<file path="config.mk">
export PLATFORM = sky130hd
export DESIGN_NAME = intc_group_poll
export DESIGN_NICKNAME = d
export VERILOG_FILES = /design/src/rtl/intc_gp_pkg.sv /design/src/rtl/intc_gp_pin_edge.sv /design/src/rtl/intc_gp_req_bank.sv /design/src/rtl/intc_gp_cfg_reg.sv /design/src/rtl/intc_group_poll.sv
export SDC_FILE = /design/constraint.sdc
export NUM_CORES = 1
export LEC_CHECK = 0
export CAP_MARGIN = 20
export CORE_MARGIN = 2
export CORE_UTILIZATION = 30
export DETAILED_ROUTE_END_ITERATION = 6
export DONT_BUFFER_PORTS = 1
export PLACE_DENSITY = 0.46
export SYNTH_ARGS = -nofsm -noshare
export SYNTH_HDL_FRONTEND = slang
export SYNTH_SLANG_ARGS = --single-unit
</file>
<file path="constraint.sdc">
create_clock -name clk -period 1.5 [get_ports clk]
set_clock_uncertainty 0.2 [all_clocks]
set_input_delay 0.15 -clock clk [delete_from_list [all_inputs] [get_ports clk]]
set_output_delay 0.15 -clock clk [all_outputs]
set_load 0.005 [all_outputs]
</file>
<file path="src/rtl/intc_gp_pkg.sv">
package intc_gp_pkg;
   // register offsets (local to the block)
   localparam int OFF_NMI    = 0;
   localparam int OFF_POLL   = 1;
   localparam int OFF_EN_NMI = 2;
   localparam int OFF_EN_G0  = 3;
   localparam int OFF_REQ_G0 = 6;
   localparam int OFF_SEL    = 9;

   localparam int NUM_GRP = 3;
   localparam int NMI_W   = 2;
   localparam int MISC_W  = 4;
   localparam int PIN_N   = 3;

   // pin indices
   localparam int PIN_EXT0 = 0;
   localparam int PIN_EXT1 = 1;
   localparam int PIN_VS   = 2;

   function automatic int grp_width(input int g, input int bus_w);
      return (g < 2) ? bus_w : MISC_W;
   endfunction
endpackage

</file>
<file path="src/rtl/intc_gp_pin_edge.sv">
module intc_gp_pin_edge #(
   parameter int N      = 3,
   parameter int STAGES = 2
) (
   input  logic         clk,
   input  logic         rst_n,
   input  logic [N-1:0] pin_i,
   input  logic [N-1:0] rise_sel_i,
   output logic [N-1:0] edge_o
);
   if (STAGES < 2) begin : g_bad_stages
      $error("intc_gp_pin_edge: STAGES must be at least 2");
   end

   for (genvar p = 0; p < N; p++) begin : g_pin
      logic [STAGES-1:0] chain;
      logic              prev;
      always_ff @(posedge clk or negedge rst_n) begin
         if (!rst_n) begin
            chain <= '0;
            prev  <= 1'b0;
         end else begin
            chain <= {chain[STAGES-2:0], pin_i[p]};
            prev  <= chain[STAGES-1];
         end
      end
      assign edge_o[p] = rise_sel_i[p] ? (chain[STAGES-1] & ~prev)
                                       : (~chain[STAGES-1] & prev);
   end
endmodule

</file>
<file path="src/rtl/intc_gp_req_bank.sv">
module intc_gp_req_bank #(
   parameter int DATA_W = 8,
   parameter int ACT_W  = 8
) (
   input  logic              clk,
   input  logic              rst_n,
   input  logic [DATA_W-1:0] set_i,
   input  logic [DATA_W-1:0] clr_i,
   output logic [DATA_W-1:0] req_o
);
   localparam logic [DATA_W-1:0] MASK =
      (ACT_W >= DATA_W) ? '1 : DATA_W'((1 << ACT_W) - 1);

   if (ACT_W > DATA_W || ACT_W < 1) begin : g_bad_w
      $error("intc_gp_req_bank: ACT_W out of range");
   end

   logic [DATA_W-1:0] req_q;
   always_ff @(posedge clk or negedge rst_n) begin
      if (!rst_n) req_q <= '0;
      else        req_q <= ((req_q & ~clr_i) | set_i) & MASK;
   end
   assign req_o = req_q;
endmodule

</file>
<file path="src/rtl/intc_gp_cfg_reg.sv">
module intc_gp_cfg_reg #(
   parameter int                DATA_W = 8,
   parameter int                ACT_W  = 8,
   parameter logic [DATA_W-1:0] RST    = '0,
   parameter bit                FILL   = 1'b0
) (
   input  logic              clk,
   input  logic              rst_n,
   input  logic              we_i,
   input  logic [DATA_W-1:0] d_i,
   output logic [DATA_W-1:0] q_o
);
   localparam logic [DATA_W-1:0] MASK =
      (ACT_W >= DATA_W) ? '1 : DATA_W'((1 << ACT_W) - 1);

   if (ACT_W > DATA_W || ACT_W < 1) begin : g_bad_w
      $error("intc_gp_cfg_reg: ACT_W out of range");
   end

   logic [DATA_W-1:0] q;
   always_ff @(posedge clk or negedge rst_n) begin
      if (!rst_n)    q <= RST & MASK;
      else if (we_i) q <= d_i & MASK;
   end

   if (FILL) begin : g_fill_one
      assign q_o = q | ~MASK;
   end else begin : g_fill_zero
      assign q_o = q;
   end
endmodule

</file>
<file path="src/rtl/intc_group_poll.sv">
module intc_group_poll
   import intc_gp_pkg::*;
#(
   parameter int DATA_W      = 8,
   parameter int ADDR_W      = 4,
   parameter int BUS_EVT_W   = 6,
   parameter int SYNC_STAGES = 2
) (
   input  logic                 clk,
   input  logic                 rst_n,
   input  logic                 wr_en,
   input  logic [ADDR_W-1:0]    addr,
   input  logic [DATA_W-1:0]    wdata,
   output logic [DATA_W-1:0]    rdata,
   input  logic                 ext0_pin,
   input  logic                 ext1_pin,
   input  logic                 vsync_pin,
   input  logic                 mute_evt,
   input  logic [BUS_EVT_W-1:0] bus0_evt,
   input  logic [BUS_EVT_W-1:0] bus1_evt,
   input  logic                 adc_done,
   input  logic                 timer_ovf,
   output logic                 nmi_req,
   output logic                 irq_req
);
   if (BUS_EVT_W > DATA_W || MISC_W > DATA_W || PIN_N > DATA_W) begin : g_bad_w
      $error("intc_group_poll: a group is wider than DATA_W");
   end
   if ((1 << ADDR_W) <= OFF_SEL) begin : g_bad_a
      $error("intc_group_poll: ADDR_W too small for the register map");
   end

   localparam logic [ADDR_W-1:0] A_NMI    = ADDR_W'(OFF_NMI);
   localparam logic [ADDR_W-1:0] A_POLL   = ADDR_W'(OFF_POLL);
   localparam logic [ADDR_W-1:0] A_EN_NMI = ADDR_W'(OFF_EN_NMI);
   localparam logic [ADDR_W-1:0] A_SEL    = ADDR_W'(OFF_SEL);

   // pin edge detection
   logic [PIN_N-1:0]  pin_vec, pin_edge;
   logic [DATA_W-1:0] edge_sel;

   assign pin_vec[PIN_EXT0] = ext0_pin;
   assign pin_vec[PIN_EXT1] = ext1_pin;
   assign pin_vec[PIN_VS]   = vsync_pin;

   intc_gp_pin_edge #(.N(PIN_N), .STAGES(SYNC_STAGES)) u_pins (
      .clk        (clk),
      .rst_n      (rst_n),
      .pin_i      (pin_vec),
      .rise_sel_i (edge_sel[PIN_N-1:0]),
      .edge_o     (pin_edge)
   );

   intc_gp_cfg_reg #(.DATA_W(DATA_W), .ACT_W(PIN_N), .RST('1), .FILL(1'b1)) u_sel (
      .clk   (clk),
      .rst_n (rst_n),
      .we_i  (wr_en && addr == A_SEL),
      .d_i   (wdata),
      .q_o   (edge_sel)
   );

   // non-maskable group
   logic [DATA_W-1:0] nmi_set, nmi_clr, nmi_req_q, nmi_en_q;

   assign nmi_set = DATA_W'({pin_edge[PIN_EXT0], mute_evt});
   assign nmi_clr = (wr_en && addr == A_NMI) ? wdata : '0;

   intc_gp_req_bank #(.DATA_W(DATA_W), .ACT_W(NMI_W)) u_nmi_req (
      .clk   (clk),
      .rst_n (rst_n),
      .set_i (nmi_set),
      .clr_i (nmi_clr),
      .req_o (nmi_req_q)
   );

   intc_gp_cfg_reg #(.DATA_W(DATA_W), .ACT_W(NMI_W), .RST('0), .FILL(1'b0)) u_nmi_en (
      .clk   (clk),
      .rst_n (rst_n),
      .we_i  (wr_en && addr == A_EN_NMI),
      .d_i   (wdata),
      .q_o   (nmi_en_q)
   );

   // maskable groups
   logic [NUM_GRP-1:0][DATA_W-1:0] grp_set, grp_clr, grp_req, grp_en;
   logic [NUM_GRP-1:0]             grp_pend;

   assign grp_set[0] = DATA_W'(bus0_evt);
   assign grp_set[1] = DATA_W'(bus1_evt);
   assign grp_set[2] = DATA_W'({adc_done, pin_edge[PIN_VS], pin_edge[PIN_EXT1], timer_ovf});

   for (genvar g = 0; g < NUM_GRP; g++) begin : g_grp
      localparam int                GW    = grp_width(g, BUS_EVT_W);
      localparam logic [ADDR_W-1:0] A_EN  = ADDR_W'(OFF_EN_G0 + g);
      localparam logic [ADDR_W-1:0] A_REQ = ADDR_W'(OFF_REQ_G0 + g);

      assign grp_clr[g] = (wr_en && addr == A_REQ) ? wdata : '0;

      intc_gp_req_bank #(.DATA_W(DATA_W), .ACT_W(GW)) u_req (
         .clk   (clk),
         .rst_n (rst_n),
         .set_i (grp_set[g]),
         .clr_i (grp_clr[g]),
         .req_o (grp_req[g])
      );

      intc_gp_cfg_reg #(.DATA_W(DATA_W), .ACT_W(GW), .RST('0), .FILL(1'b0)) u_en (
         .clk   (clk),
         .rst_n (rst_n),
         .we_i  (wr_en && addr == A_EN),
         .d_i   (wdata),
         .q_o   (grp_en[g])
      );

      assign grp_pend[g] = |grp_req[g];
   end

   // request outputs
   assign nmi_req = |(nmi_req_q & nmi_en_q);
   assign irq_req = |(grp_req & grp_en);

   // read mux
   always_comb begin
      rdata = '0;
      if (addr == A_NMI)    rdata = nmi_req_q;
      if (addr == A_POLL)   rdata = DATA_W'(grp_pend);
      if (addr == A_EN_NMI) rdata = nmi_en_q;
      if (addr == A_SEL)    rdata = edge_sel;
      for (int g = 0; g < NUM_GRP; g++) begin
         if (addr == ADDR_W'(OFF_EN_G0 + g))  rdata = grp_en[g];
         if (addr == ADDR_W'(OFF_REQ_G0 + g)) rdata = grp_req[g];
      end
   end
endmodule

</file>
==> impl_metrics.env <==
export IMPL_status="finished, violations left"
export IMPL_violations="negative hold slack, negative setup slack"
export IMPL_h_tree_depth=2
export IMPL_finalSetupViolations=7
export IMPL_vias=2125
export IMPL_cap_violations=0
export IMPL_antenna_found_initial=0
export IMPL_synthTopCellsByArea="dfrtp_1 (45%), mux2_2 (10%), a21o_1 (4.8%), nand2_1 (4.4%), dfstp_2 (3.2%)"
export IMPL_power_leakage_uw=0.00126
export IMPL_routed_via_density=5.34
export IMPL_die_h_um=94.9
export IMPL_fp_dieW_um=94.9
export IMPL_synthFlopType="dfrtp_1"
export IMPL_finalMaxSlewViolations=0
export IMPL_hold_start="addr[3]"
export IMPL_detail_route_antenna_nets=0
export IMPL_crit_fanout=2
export IMPL_hold_viol=1
export IMPL_die_area_sq_um=9010
export IMPL_area_delta_synth_final_pct=34.8
export IMPL_yosysUniqueCellTypes=51
export IMPL_gp_congestion=0.894
export IMPL_tritoncts="built"
export IMPL_final_common_cell="dfrtp_1"
export IMPL_initial_core_util_pct=30.6
export IMPL_min_period_ps=1930
export IMPL_ys_seq_area_share_pct=48.6
export IMPL_top_layer_used="met4"
export IMPL_crit_arrival_ps=1580
export IMPL_period_share_pct=129
export IMPL_timing_worst_setup_path_type="register to output port"
export IMPL_dp_cells=359
export IMPL_yosys_area_top_type="dfrtp_1"
export IMPL_dr_wl_met2_mm=3.67
export IMPL_drc=0
export IMPL_fill_cells=842
export IMPL_final_cell_mix="dfrtp_1 (43), buf_4 (32), nand2_1 (29)"
export IMPL_insertion_delay_ps=300
export IMPL_grtUsageTotal_pct=18.4
export IMPL_max_freq_ghz=0.518
export IMPL_finish_utilization_pct=41.3
export IMPL_vdd_drop_max_mv=0.410
export IMPL_layout_cells_non_filler=398
export IMPL_drt_iter0_markers=148
export IMPL_cts_buffer_depth=2
export IMPL_crit_chain="nand2b_4 > a211oi_2 > o311ai_2 > a31oi_2 > a2bb2oi_2"
export IMPL_grt_overflow=0
export IMPL_reg2reg_depth=2
export IMPL_whs_ps=-16.4
export IMPL_diodes=0
export IMPL_core_area_sq_um=8090
export IMPL_dr_pass1_iters=4
export IMPL_root_buffer="clkbuf_8"
export IMPL_synth_nets=264
export IMPL_grt_pass1_vias=2203
export IMPL_async_flop_share_pct=100
export IMPL_pin_count=43
export IMPL_hpwlAfterDp_mm=5.49
export IMPL_worst_hold_path_type="input pin to register"
export IMPL_grt_start_max_net_pins=49
export IMPL_synth_edf_count=0
export IMPL_clock_sinks=48
export IMPL_slew_headroom_pct=65.4
export IMPL_worst_pin_slew_ps=518
export IMPL_pre_cts_slack_ps=-142
export IMPL_portBuffers=0
export IMPL_drt_met1_wl_mm=3.50
export IMPL_syn_area_sq_um=2480
export IMPL_crit_path_start_kind="register"
export IMPL_r2r_slack_ps=260
export IMPL_slowest_delay_ps=390
export IMPL_total_power_uw=3040
export IMPL_rsz0062_at_grt="yes"
export IMPL_dr_wl_met3_um=396
export IMPL_clkTransAtPathRegs_ps=80
export IMPL_rr_startpoint="u_sel.q[1]"
export IMPL_rr_endpoint="g_grp[2].u_req.req_o[1]"
export IMPL_finalWorstSetupSlack_ps=-429
export IMPL_routedWlPerCell_um=19.6
export IMPL_synth_avg_cell_area_sq_um=10.7
export IMPL_wl_mm=7.78
export IMPL_cp_required_ps=1150
export IMPL_synth_top_area_share_pct=45.4
export IMPL_ys_ff_latch=48
export IMPL_min_path_cells=5
export IMPL_cts_buffers=5
export IMPL_cpMaxStageDelayCell="dfrtp_1"
export IMPL_power_density_nw_per_um2=911
export IMPL_final_nets=325
export IMPL_min_to="u_nmi_req.req_o[0]"
export IMPL_drive_gt1_share_pct=34.8
export IMPL_syn_inst=231
export IMPL_endpoint_kind="output port"
export IMPL_grt_pass1_wl_mm=12.2
export IMPL_synth_warnings=0
export IMPL_row_count=33
state kept, by name, indices dropped and copies added (netlist names):
signal              flops
u_nmi_req.req_o         2
g_grp.u_en.q_o         16
u_pins.g_pin.chain      6
u_pins.g_pin.prev       3
u_sel.q                 3
u_nmi_en.q_o            2
g_grp.u_req.req_o      16
cell families after synthesis:
group	share of synthesized area, %
muxes	10.4
AOI/OAI and AO/OA	21.5
and+or+nand+nor	16.1
DFF	48.6
buffers and inverters	3.48
Yosys cell counts (all sizes together) (3+ instances only):
cell / n
o21ai: 11
nor2: 14
nor4: 3
a21oi: 9
a22o: 5
dfstp: 3
buf: 9
mux2: 22
a21o: 16
and3: 3
a221oi: 5
and2b: 4
inv: 4
a211oi: 4
a221o: 3
a311oi: 3
nand2: 31
nor3: 6
dfrtp: 45
nand2b: 5
per-stage QoR:
step | area (sq um) | hold WS (ps) | TNS (ps)
after floorplan | 2480 | -346 | 0
after CTS | 3290 | -16.0 | -2290
after global placement | 2800 | -343 | -463
after global routing | 3340 | 3.88 | -2810
final | 3340 | -16.4 | -2200
after detailed placement | 2800 | -344 | -481
worst max-delay path by stage:
stage	slack [ps]	start	cells after the start	end
3_5_place_dp	-140	u_nmi_en.q_o[0]	5	rdata[0]
5_1_grt	-530	g_grp[2].u_req.req_o[3]	5	rdata[2]
4_1_cts	-380	g_grp[2].u_req.req_o[2]	5	rdata[2]
3_3_place_gp	-130	u_nmi_en.q_o[0]	5	rdata[0]
6_report	-430	u_nmi_en.q_o[0]	5	rdata[0]
2_1_floorplan	20	g_grp[2].u_req.req_o[3]	5	rdata[2]
routing by layer:
layer / up-vias / track usage, %
met2: 48 / 29.0
li1: 992 / -
met1: 1068 / 24.9
met4: 0 / 6.76
met3: 17 / 3.99
met5: - / 0
report_power, final:
part           switching, uW  total (uW)  internal, uW
logic                    269         638           369
clock network            426         803           377
registers                141        1600          1460
total                    836        3040          2210
critical path: cells and delay by family (launching register included):
family,cells,cell delay (ps)
AO/OA/AOI/OAI,4,820
flip-flops,1,390
AND/OR/NAND/NOR,1,60
repair_timing:
| item | CTS | global route |
|---|---|---|
| hold buffers | 29 | 0 |
| endpoints found under the setup margin | 7 | 7 |
| pin swaps | 17 | 10 |
| hold endpoints to repair | 90 | 0 |
| resized for setup | 20 | 10 |
| buffers inserted | 1 | 2 |
area by class of cell:
| type | instances | area (sq um) | area share, % |
|---|---|---|---|
| Clock buffer | 8 | 90.1 | 2.70 |
| Timing Repair Buffer | 64 | 591 | 17.7 |
| Sequential cell | 48 | 1210 | 36.1 |
| Tap cell | 105 | 131 | 3.93 |
| Inverter | 4 | 15.0 | 0.449 |
| Multi-Input combinational cell | 169 | 1310 | 39.1 |
No activity file was read; power rests on OpenSTA's default activity.
